File: src/rtl/dcs_pkg.sv
package dcs_pkg;
  // select codes for the transition register used in single mode
  typedef enum logic {TRN_UPPER = 1'b0, TRN_LOWER = 1'b1} trn_sel_e;

  // decision bit: 0 keeps the x candidate, 1 keeps the y candidate
  function automatic logic pick_bit(input logic x_gt, input logic x_lt,
                                    input logic want_min);
    return want_min ? ~x_lt : ~x_gt;
  endfunction
endpackage

File: src/rtl/dcs_lane_diff.sv
module dcs_lane_diff #(
  parameter int W  = 16,
  parameter int SB = 15
) (
  input  logic [W-1:0] y_in,
  input  logic [W-1:0] x_in,
  input  logic         sat_en,
  output logic [W-1:0] diff_out,
  output logic         ovf_out
);
  localparam logic [W-1:0] POS_LIM = {{(W-SB){1'b0}}, {SB{1'b1}}};
  localparam logic [W-1:0] NEG_LIM = {{(W-SB){1'b1}}, {SB{1'b0}}};

  // exact difference one bit wider than the lane
  function automatic logic [W:0] exact_sub(input logic [W-1:0] a, input logic [W-1:0] b);
    return {a[W-1], a} - {b[W-1], b};
  endfunction

  // the result fits when all bits from the sign position upward agree
  function automatic logic out_of_range(input logic [W:0] r);
    return ~((&r[W:SB]) | ~(|r[W:SB]));
  endfunction

  logic [W:0] exact_w;

  always_comb begin
    exact_w = exact_sub(y_in, x_in);
    ovf_out = out_of_range(exact_w);
    if (sat_en && ovf_out)
      diff_out = exact_w[W] ? NEG_LIM : POS_LIM;
    else
      diff_out = exact_w[W-1:0];
  end
endmodule

File: src/rtl/dcs_lane_cmp.sv
module dcs_lane_cmp #(
  parameter int W  = 16,
  parameter int SB = 15
) (
  input  logic [W-1:0] x_in,
  input  logic [W-1:0] y_in,
  input  logic         want_min,
  output logic [W-1:0] win_out,
  output logic         dec_out
);
  import dcs_pkg::*;

  logic x_gt_w;
  logic x_lt_w;

  always_comb begin
    x_gt_w  = $signed(x_in[SB:0]) > $signed(y_in[SB:0]);
    x_lt_w  = $signed(x_in[SB:0]) < $signed(y_in[SB:0]);
    dec_out = pick_bit(x_gt_w, x_lt_w, want_min);
    win_out = dec_out ? y_in : x_in;
  end
endmodule

File: src/rtl/dcs_trn_reg.sv
module dcs_trn_reg #(
  parameter int W = 16
) (
  input  logic         clk,
  input  logic         rst_n,
  input  logic         shift_en,
  input  logic         din,
  output logic [W-1:0] q
);
  always_ff @(posedge clk) begin
    if (!rst_n)
      q <= '0;
    else if (shift_en)
      q <= {din, q[W-1:1]};
  end
endmodule

File: src/rtl/dual_cmp_select.sv
module dual_cmp_select #(
  parameter int ACC_W  = 40,
  parameter int LO_W   = 16,
  parameter int DATA_W = 16,
  parameter int TRN_W  = 16
) (
  input  logic             clk,
  input  logic             rst_n,
  input  logic             op_valid,
  input  logic             dual_mode,
  input  logic             min_mode,
  input  logic             sat_en,
  input  logic             trn_pick,
  input  logic [ACC_W-1:0] acx,
  input  logic [ACC_W-1:0] acy,
  output logic [ACC_W-1:0] diff_q,
  output logic [ACC_W-1:0] ext_q,
  output logic             ovf_q,
  output logic             carry_q,
  output logic [TRN_W-1:0] trn0_q,
  output logic [TRN_W-1:0] trn1_q
);
  import dcs_pkg::*;

  localparam int HI_W = ACC_W - LO_W;
  localparam int CB   = LO_W + DATA_W - 1;

  // lane-level events, named for the checker
  logic [LO_W-1:0]  diff_lo_w, win_lo_w;
  logic [HI_W-1:0]  diff_hi_w, win_hi_w;
  logic [ACC_W-1:0] diff_full_w, win_full_w;
  logic             ovf_lo_w, ovf_hi_w, ovf_full_w;
  logic             dec_lo_w, dec_hi_w, dec_full_w;
  logic             carry_dual_w, carry_full_w;
  logic             shift0_w, shift1_w, din0_w, din1_w;
  logic [ACC_W-1:0] diff_nx, ext_nx;
  logic             ovf_nx, carry_nx;

  // subtractors: lower lane, upper lane, full width
  dcs_lane_diff #(.W(LO_W), .SB(LO_W-1)) u_sub_lo (
    .y_in(acy[LO_W-1:0]), .x_in(acx[LO_W-1:0]), .sat_en(sat_en),
    .diff_out(diff_lo_w), .ovf_out(ovf_lo_w));

  dcs_lane_diff #(.W(HI_W), .SB(DATA_W-1)) u_sub_hi (
    .y_in(acy[ACC_W-1:LO_W]), .x_in(acx[ACC_W-1:LO_W]), .sat_en(sat_en),
    .diff_out(diff_hi_w), .ovf_out(ovf_hi_w));

  dcs_lane_diff #(.W(ACC_W), .SB(ACC_W-1)) u_sub_full (
    .y_in(acy), .x_in(acx), .sat_en(sat_en),
    .diff_out(diff_full_w), .ovf_out(ovf_full_w));

  // comparators: sign at lane bit 15 (low), acc bit 31 (high), bit 39 (full)
  dcs_lane_cmp #(.W(LO_W), .SB(LO_W-1)) u_cmp_lo (
    .x_in(acx[LO_W-1:0]), .y_in(acy[LO_W-1:0]), .want_min(min_mode),
    .win_out(win_lo_w), .dec_out(dec_lo_w));

  dcs_lane_cmp #(.W(HI_W), .SB(DATA_W-1)) u_cmp_hi (
    .x_in(acx[ACC_W-1:LO_W]), .y_in(acy[ACC_W-1:LO_W]), .want_min(min_mode),
    .win_out(win_hi_w), .dec_out(dec_hi_w));

  dcs_lane_cmp #(.W(ACC_W), .SB(ACC_W-1)) u_cmp_full (
    .x_in(acx), .y_in(acy), .want_min(min_mode),
    .win_out(win_full_w), .dec_out(dec_full_w));

  // carry out of accumulator bit 31 for y + ~x + 1
  function automatic logic carry_hi(input logic [DATA_W-1:0] y, input logic [DATA_W-1:0] x);
    logic [DATA_W:0] s;
    s = {1'b0, y} + {1'b0, ~x} + {{DATA_W{1'b0}}, 1'b1};
    return s[DATA_W];
  endfunction

  function automatic logic carry_all(input logic [CB:0] y, input logic [CB:0] x);
    logic [CB+1:0] s;
    s = {1'b0, y} + {1'b0, ~x} + {{(CB+1){1'b0}}, 1'b1};
    return s[CB+1];
  endfunction

  always_comb begin
    carry_dual_w = carry_hi(acy[CB:LO_W], acx[CB:LO_W]);
    carry_full_w = carry_all(acy[CB:0], acx[CB:0]);
    if (dual_mode) begin
      diff_nx  = {diff_hi_w, diff_lo_w};
      ext_nx   = {win_hi_w, win_lo_w};
      ovf_nx   = ovf_hi_w | ovf_lo_w;
      carry_nx = carry_dual_w;
      din0_w   = dec_hi_w;
      din1_w   = dec_lo_w;
      shift0_w = op_valid;
      shift1_w = op_valid;
    end else begin
      diff_nx  = diff_full_w;
      ext_nx   = win_full_w;
      ovf_nx   = ovf_full_w;
      carry_nx = carry_full_w;
      din0_w   = dec_full_w;
      din1_w   = dec_full_w;
      shift0_w = op_valid && (trn_sel_e'(trn_pick) == TRN_UPPER);
      shift1_w = op_valid && (trn_sel_e'(trn_pick) == TRN_LOWER);
    end
  end

  always_ff @(posedge clk) begin
    if (!rst_n) begin
      diff_q  <= '0;
      ext_q   <= '0;
      ovf_q   <= 1'b0;
      carry_q <= 1'b0;
    end else if (op_valid) begin
      diff_q  <= diff_nx;
      ext_q   <= ext_nx;
      ovf_q   <= ovf_nx;
      carry_q <= carry_nx;
    end
  end

  dcs_trn_reg #(.W(TRN_W)) u_trn0 (
    .clk(clk), .rst_n(rst_n), .shift_en(shift0_w), .din(din0_w), .q(trn0_q));

  dcs_trn_reg #(.W(TRN_W)) u_trn1 (
    .clk(clk), .rst_n(rst_n), .shift_en(shift1_w), .din(din1_w), .q(trn1_q));
endmodule

File: config.mk
export PLATFORM = sky130hd
export DESIGN_NAME = dual_cmp_select
export DESIGN_NICKNAME = d
export VERILOG_FILES = /design/src/rtl/dcs_pkg.sv /design/src/rtl/dcs_lane_diff.sv /design/src/rtl/dcs_lane_cmp.sv /design/src/rtl/dcs_trn_reg.sv /design/src/rtl/dual_cmp_select.sv
export SDC_FILE = /design/constraint.sdc
export NUM_CORES = 1
export LEC_CHECK = 0
export ABC_AREA = 0
export CORE_UTILIZATION = 61
export DETAILED_ROUTE_END_ITERATION = 16
export DONT_BUFFER_PORTS = 1
export PLACE_DENSITY = 0.86
export SKIP_LAST_GASP = 1
export SYNTH_ARGS = -nofsm -noshare
export SYNTH_HDL_FRONTEND = slang
export SYNTH_HIERARCHICAL = 1
export SYNTH_SLANG_ARGS = --single-unit
export TNS_END_PERCENT = 50
File: constraint.sdc
create_clock -name clk -period 4.1 [get_ports clk]
set_clock_uncertainty 0.2 [all_clocks]
set_input_delay 0.615 -clock clk [delete_from_list [all_inputs] [get_ports clk]]
set_output_delay 0.615 -clock clk [all_outputs]
set_load 0.005 [all_outputs]
* Word-level counts from Yosys, hierarchy flattened *
Cells that the tools add are included.

word-level totals
  flip-flop bits (word level) = 114
  bits in latches = 0
  RAM bits = 0
  ROM bits = 0
  output and inout bits = 114
  word-level logic and storage cells = 69
  memories kept = 0

cells by class
  $add $sub $neg = 7
  $mul = 0
  divide/modulo/power cells = 0
  order comparisons = 6
  equal/unequal tests = 0
  shift-type cells = 0
  mux-type cells = 20
  bitwise gates (word level) = 19
  reduce and logical (&&, ||, !) cells = 11

operators by type and width
  operator                                       count
  two-way mux 40 bit                             5
  two-way mux 24 bit                             3
  two-way mux 16 bit                             3
  subtractor 40 x 40 -> 41 bit                   1
  > comparator 40 bit                            1
  < comparator 40 bit                            1
  adder 32 x 32 -> 33 bit                        1
  adder 33 x 1 -> 33 bit, second input constant  1
  > comparator 16 bit                            2
  < comparator 16 bit                            2
  inverter 32 bit                                1
  subtractor 24 x 24 -> 25 bit                   1
  adder 16 x 16 -> 17 bit                        1
  adder 17 x 1 -> 17 bit, second input constant  1
  subtractor 16 x 16 -> 17 bit                   1
  inverter 16 bit                                1
  inverter 1 bit                                 13
  AND reduction 10 bit                           1
  OR reduction 10 bit                            1
  two-way mux 1 bit                              9
  logical AND 1 bit                              5
  bitwise OR 1 bit                               4
  AND reduction 2 bit                            2
  OR reduction 2 bit                             2

* Depth between registers and ports, before layout *
  depth in word-level cells = 8
  gate-level depth with buffers = 17
  gate-level depth less buffers = 17

* Modules after synthesis *
Netlist, hierarchy kept.

modules (own cells, without submodules)
  module                      instances  cells each  area each (um2)  sequential area each (um2)
  dual_cmp_select             1          487         4680.7           1641.6
  dcs_lane_cmp (u_cmp_full)   1          581         3535.9           0.0
  dcs_lane_diff (u_sub_full)  1          431         2803.9           0.0
  dcs_lane_cmp (u_cmp_hi)     1          383         2373.5           0.0
  dcs_lane_diff (u_sub_hi)    1          292         1973.1           0.0
  dcs_trn_reg                 2          51          615.6            320.3
  dcs_lane_diff (u_sub_lo)    1          145         1023.5           0.0
  dcs_lane_cmp (u_cmp_lo)     1          76          630.6            0.0

* Least setup slack after synthesis *
OpenSTA, ideal clock, no wires.

  path kind = input to register
  start point = in acy[16]
  end point = reg diff_q[18]
  arrival = 3.703 ns
  required time = 3.784 ns
  setup slack = 0.080 ns
  cell stages on the path = 16
  buffers on the path = 0
  cells stage by stage = inv_1 > ha_1 > inv_1 > fa_1 > a211oi_1 > o21a_4 > a2111o_1 > o2111ai_1 > a221o_1 > or4b_1 > nor4_2 > a211oi_2 > o22a_2 > mux2i_1 > nand2_1 > o211a_1

on the way
  longest elaborated chain between the ends = 8
  elaborated cells between the ends (all ways) = 19

RTL lines
  element                         RTL line                text
  from (decl)                     dual_cmp_select.sv:15   input logic [ACC_W-1:0] acy,
  subtractor 24 x 24 -> 25 bit *  dcs_lane_diff.sv:16     return {a[W-1], a} - {b[W-1], b};
  OR reduction 10 bit             dcs_lane_diff.sv:21     return ~((&r[W:SB]) | ~(|r[W:SB]));
  inverter 1 bit                  dcs_lane_diff.sv:21
  bitwise OR 1 bit                dcs_lane_diff.sv:21
  inverter 1 bit                  dcs_lane_diff.sv:21
  logical AND 1 bit               dcs_lane_diff.sv:29     if (sat_en && ovf_out)
  two-way mux 24 bit *            dcs_lane_diff.sv:29
  via diff_hi_w[2]                dual_cmp_select.sv:30   logic [HI_W-1:0] diff_hi_w, win_hi_w;
  two-way mux 40 bit *            dual_cmp_select.sv:81   if (dual_mode) begin
  to (signal assigned)            dual_cmp_select.sv:109  diff_q <= diff_nx;
  to (decl)                       dual_cmp_select.sv:16   output logic [ACC_W-1:0] diff_q,

The timed path passes the listed nets; every way through them passes the cells marked *.
A chain may end at the register's enable or synchronous reset.

* Worst setup path in the final report *
  start point = in acx[30]
  end point = reg diff_q[23]

on the way
  longest elaborated chain between the ends = 8
  elaborated cells between the ends (all ways) = 19

RTL lines
  element                         RTL line               text
  from (decl)                     dual_cmp_select.sv:14  input logic [ACC_W-1:0] acx,
  subtractor 24 x 24 -> 25 bit *  dcs_lane_diff.sv:16
  OR reduction 10 bit             dcs_lane_diff.sv:21
  inverter 1 bit                  dcs_lane_diff.sv:21
  bitwise OR 1 bit                dcs_lane_diff.sv:21
  inverter 1 bit                  dcs_lane_diff.sv:21
  logical AND 1 bit               dcs_lane_diff.sv:29
  two-way mux 24 bit *            dcs_lane_diff.sv:29
  via diff_hi_w[7]                dual_cmp_select.sv:30
  two-way mux 40 bit *            dual_cmp_select.sv:81

Marked as above.

==> qor.yml <==
outcome:
  status: "finished clean"
synthesis:
  ys.flop_type: "dfxtp_1"
  async_reset_ff_share_pct: 0
  yosysUniqueCellTypes: 110
  syn_area_sq_um: 18300
  synth_nets: 2771
  syn_area_per_cell_sq_um: 7.31
  syn_inst: 2497
  ys_seq_area_share_pct: 12.5
  ys_warn_count: 6
  ys_seq_elements: 114
  synth_edf_count: 0
clock_network:
  clockRootBuffer: "clkbuf_16"
  cts_tree: "built"
  clock_latency_ns: 0.44
  ctsHtreeMaxLevel: 4
  clock_sinks: 114
  cts_hold_buffers: 0
  clkTransAtPathRegs_ns: 0.08
  cts_made_buffers: 17
  clock_path_buffers: 2
grt:
  grt_remaining_overflow: 0
  grt_pass1_wl_mm: 95.4
  grt_max_degree: 166
  grt_util_all_layers_pct: 38.6
  antenna_found_initial: 1
  grt_pass1_vias: 17900
cells_and_area:
  final_cell_mix: "284 x nand2_1, 214 x inv_1, 194 x a21oi_1"
  finalNetCount: 2685
  n_antenna_cell: 0
  stdcell_count: 2808
  final_common_cell: "nand2_1"
  synthToLayoutAreaGrowth_pct: 5.22
  drive_gt1_share_pct: 8.33
timing:
  worst_pin_slew_ns: 1.12
  final.period_utilization_pct: 95.5
  setup_violations: 0
  hold_viol_final: 0
  clock.fmax_mhz: 255
  fin_crit_ns: 3.92
  rsz0062_at_grt: "no"
  finalMaxSlewViolations: 0
  relSlewSlack_pct: 24.7
place:
  placed_cells: 2774
  post-dp-hpwl_mm: 42.9
  port_buffers: 0
  gp_congestion: 0.978
drt:
  finalWirelength_mm: 61.9
  detail-route-antenna-nets: 0
  drcViolationCount: 0
  wl_per_cell_um: 22.0
  vias: 19700
  drt_pass1_iterations: 7
  vias_per_cell: 7.02
  first_iter_violations: 2632
power:
  clkPwrFrac_pct: 29.2
  p_leak_nw: 9.27
  finalPower_mw: 5.53
  p_sw_mw: 2.30
  seq_power_share_pct: 23.1
  p_comb_share_pct: 47.7
  p_per_area_nw_per_um2: 288
  ir_drop_mv: 0.308
  internal_power_mw: 3.23
  p_sw_share_pct: 41.7
floorplanning:
  die_area_sq_um: 30600
  design.core.area_sq_um: 29100
  start_util_pct: 62.7
  die_w_um: 175
  die_h_um: 175
  io_pins: 201
  rows: 62
worst_setup_path:
  crit_type: "primary input to flip-flop"
  r2r_start: "u_trn0/q[6]"
  cp.arrival_ns: 4.03
  critical_path.max_fanout: 13
  r2r-end: "u_trn0/q[5]"
  crit_path_end_kind: "flip-flop"
  ff2ff_path_depth: 2
  cp_data_required_time_ns: 4.21
  cp-start-kind: "primary input"
  rrSetupSlack_ns: 3.13
worst_hold_path:
  hold_end: "diff_q[39]"
  min-delay-path-class: "primary input to flip-flop"
  hold_start: "rst_n"
  hold_depth: 1
run:
  max_cap_violations: 0
## cell type report
cell class	instances	area, sq um
Fill cell	2503	9890
Clock buffer	18	439
Multi-Input combinational cell	1985	14400
Clock inverter	14	168
Sequential cell	114	2280
Inverter	214	803
Timing Repair Buffer	79	681
Tap cell	384	480
## critical path: stages
cell,delay (ns)
inv_1,0.02
ha_1,0.36
a21oi_1,0.33
nor3_1,0.12
or2_0,0.25
or3_1,0.35
o22ai_1,0.41
o21ai_0,0.27
nor4b_4,0.41
or3_1,0.20
buf_4,0.20
o21ai_2,0.07
mux2i_1,0.15
nand2_1,0.09
o211a_1,0.15
## power by group through the flow
stage | registers (mW) | clock network, mW | logic (mW)
after global routing | 1.29 | 1.67 | 2.85
after global placement | 1.30 | 0 | 2.45
after CTS | 1.28 | 1.62 | 2.55
final | 1.28 | 1.61 | 2.64
after floorplan | 1.27 | 0 | 2.03
after detailed placement | 1.30 | 0 | 2.52
## repair_timing
item	4_1_cts	5_1_grt
endpoints found under the setup margin	0	13
resized for setup	0	6
hold endpoints to repair	0	0
setup buffers	0	2
## state kept, by name, summed over array words and instances, names as in the netlist
name and count:
diff_q 40, ext_q 40, u_trn0/q 16, u_trn1/q 16
carry_q 1, ovf_q 1
## worst max path at each step
stage / from / end / depth (start not counted) / slack (ns)
global route: acx[30] / diff_q[23] / 15 / 0.0008
global placement: acy[16] / diff_q[18] / 16 / -0.10
detailed placement: acy[16] / diff_q[23] / 17 / -0.19
CTS: acy[16] / diff_q[23] / 17 / 0.19
finish: acx[30] / diff_q[23] / 15 / 0.18
floorplan: acy[16] / diff_q[18] / 16 / 0.08
## metal layers
| metal | vias up | GRT usage (%) | part of all wire [%] |
|---|---|---|---|
| met2 | 1294 | 63.3 | 46 |
| met3 | 249 | 7.09 | 11 |
| met4 | 0 | 20.4 | 5.1 |
| met5 | - | 0 | 0 |
| li1 | 8984 | - | - |
| met1 | 9172 | 47.8 | 38 |
## Yosys cell counts (all sizes together), types with 11 or more instances
library cell / count / area (sq um)
nor3b: 32 / 240
nor3: 77 / 390
and3: 36 / 226
ha: 184 / 2300
o21bai: 13 / 97.6
nand4: 73 / 478
a41o: 24 / 240
a21oi: 198 / 1010
dfxtp: 114 / 2280
a211oi: 11 / 97.6
nand2b: 14 / 87.6
o31ai: 50 / 403
buf: 69 / 483
inv: 214 / 803
o211ai: 11 / 82.6
mux2i: 160 / 1610
mux2: 16 / 180
nor2b: 47 / 294
xnor2: 38 / 352
and2: 14 / 88.8
o21a: 11 / 90.1
o21ai: 88 / 478
o41ai: 25 / 313
nand2: 287 / 1090
clkbuf: 114 / 428
a21o: 42 / 324
nand3: 161 / 828
xor2: 26 / 235
or3: 24 / 151
a31oi: 18 / 143
o211a: 83 / 831
nor4: 48 / 349
nor2: 84 / 334
## logic make-up after synthesis
logic type	count (synthesis)	synth area share (%)
compound gates	635	25.9
xor+xnor	64	3.22
fa+ha+maj	187	12.9
buf+inv	398	9.49
flops	114	12.5
mux	176	9.83
simple gates	923	26.2
## metrics by stage
stage / area, sq um / hold WS (ns) / setup WS (ns) / setup TNS, ns / util (%)
floorplan: 18300 / 0.277 / 0.0803 / 0 / -
global placement: 18500 / 0.285 / -0.104 / -0.923 / 63.8
finish: 19200 / 0.116 / 0.184 / 0 / 66.0
CTS: 19200 / 0.106 / 0.187 / 0 / 65.8
detailed placement: 18500 / 0.293 / -0.193 / -1.57 / 63.8
global route: 19200 / 0.112 / 0.000778 / 0 / 66.0
No activity file was read; power rests on OpenSTA's default activity.
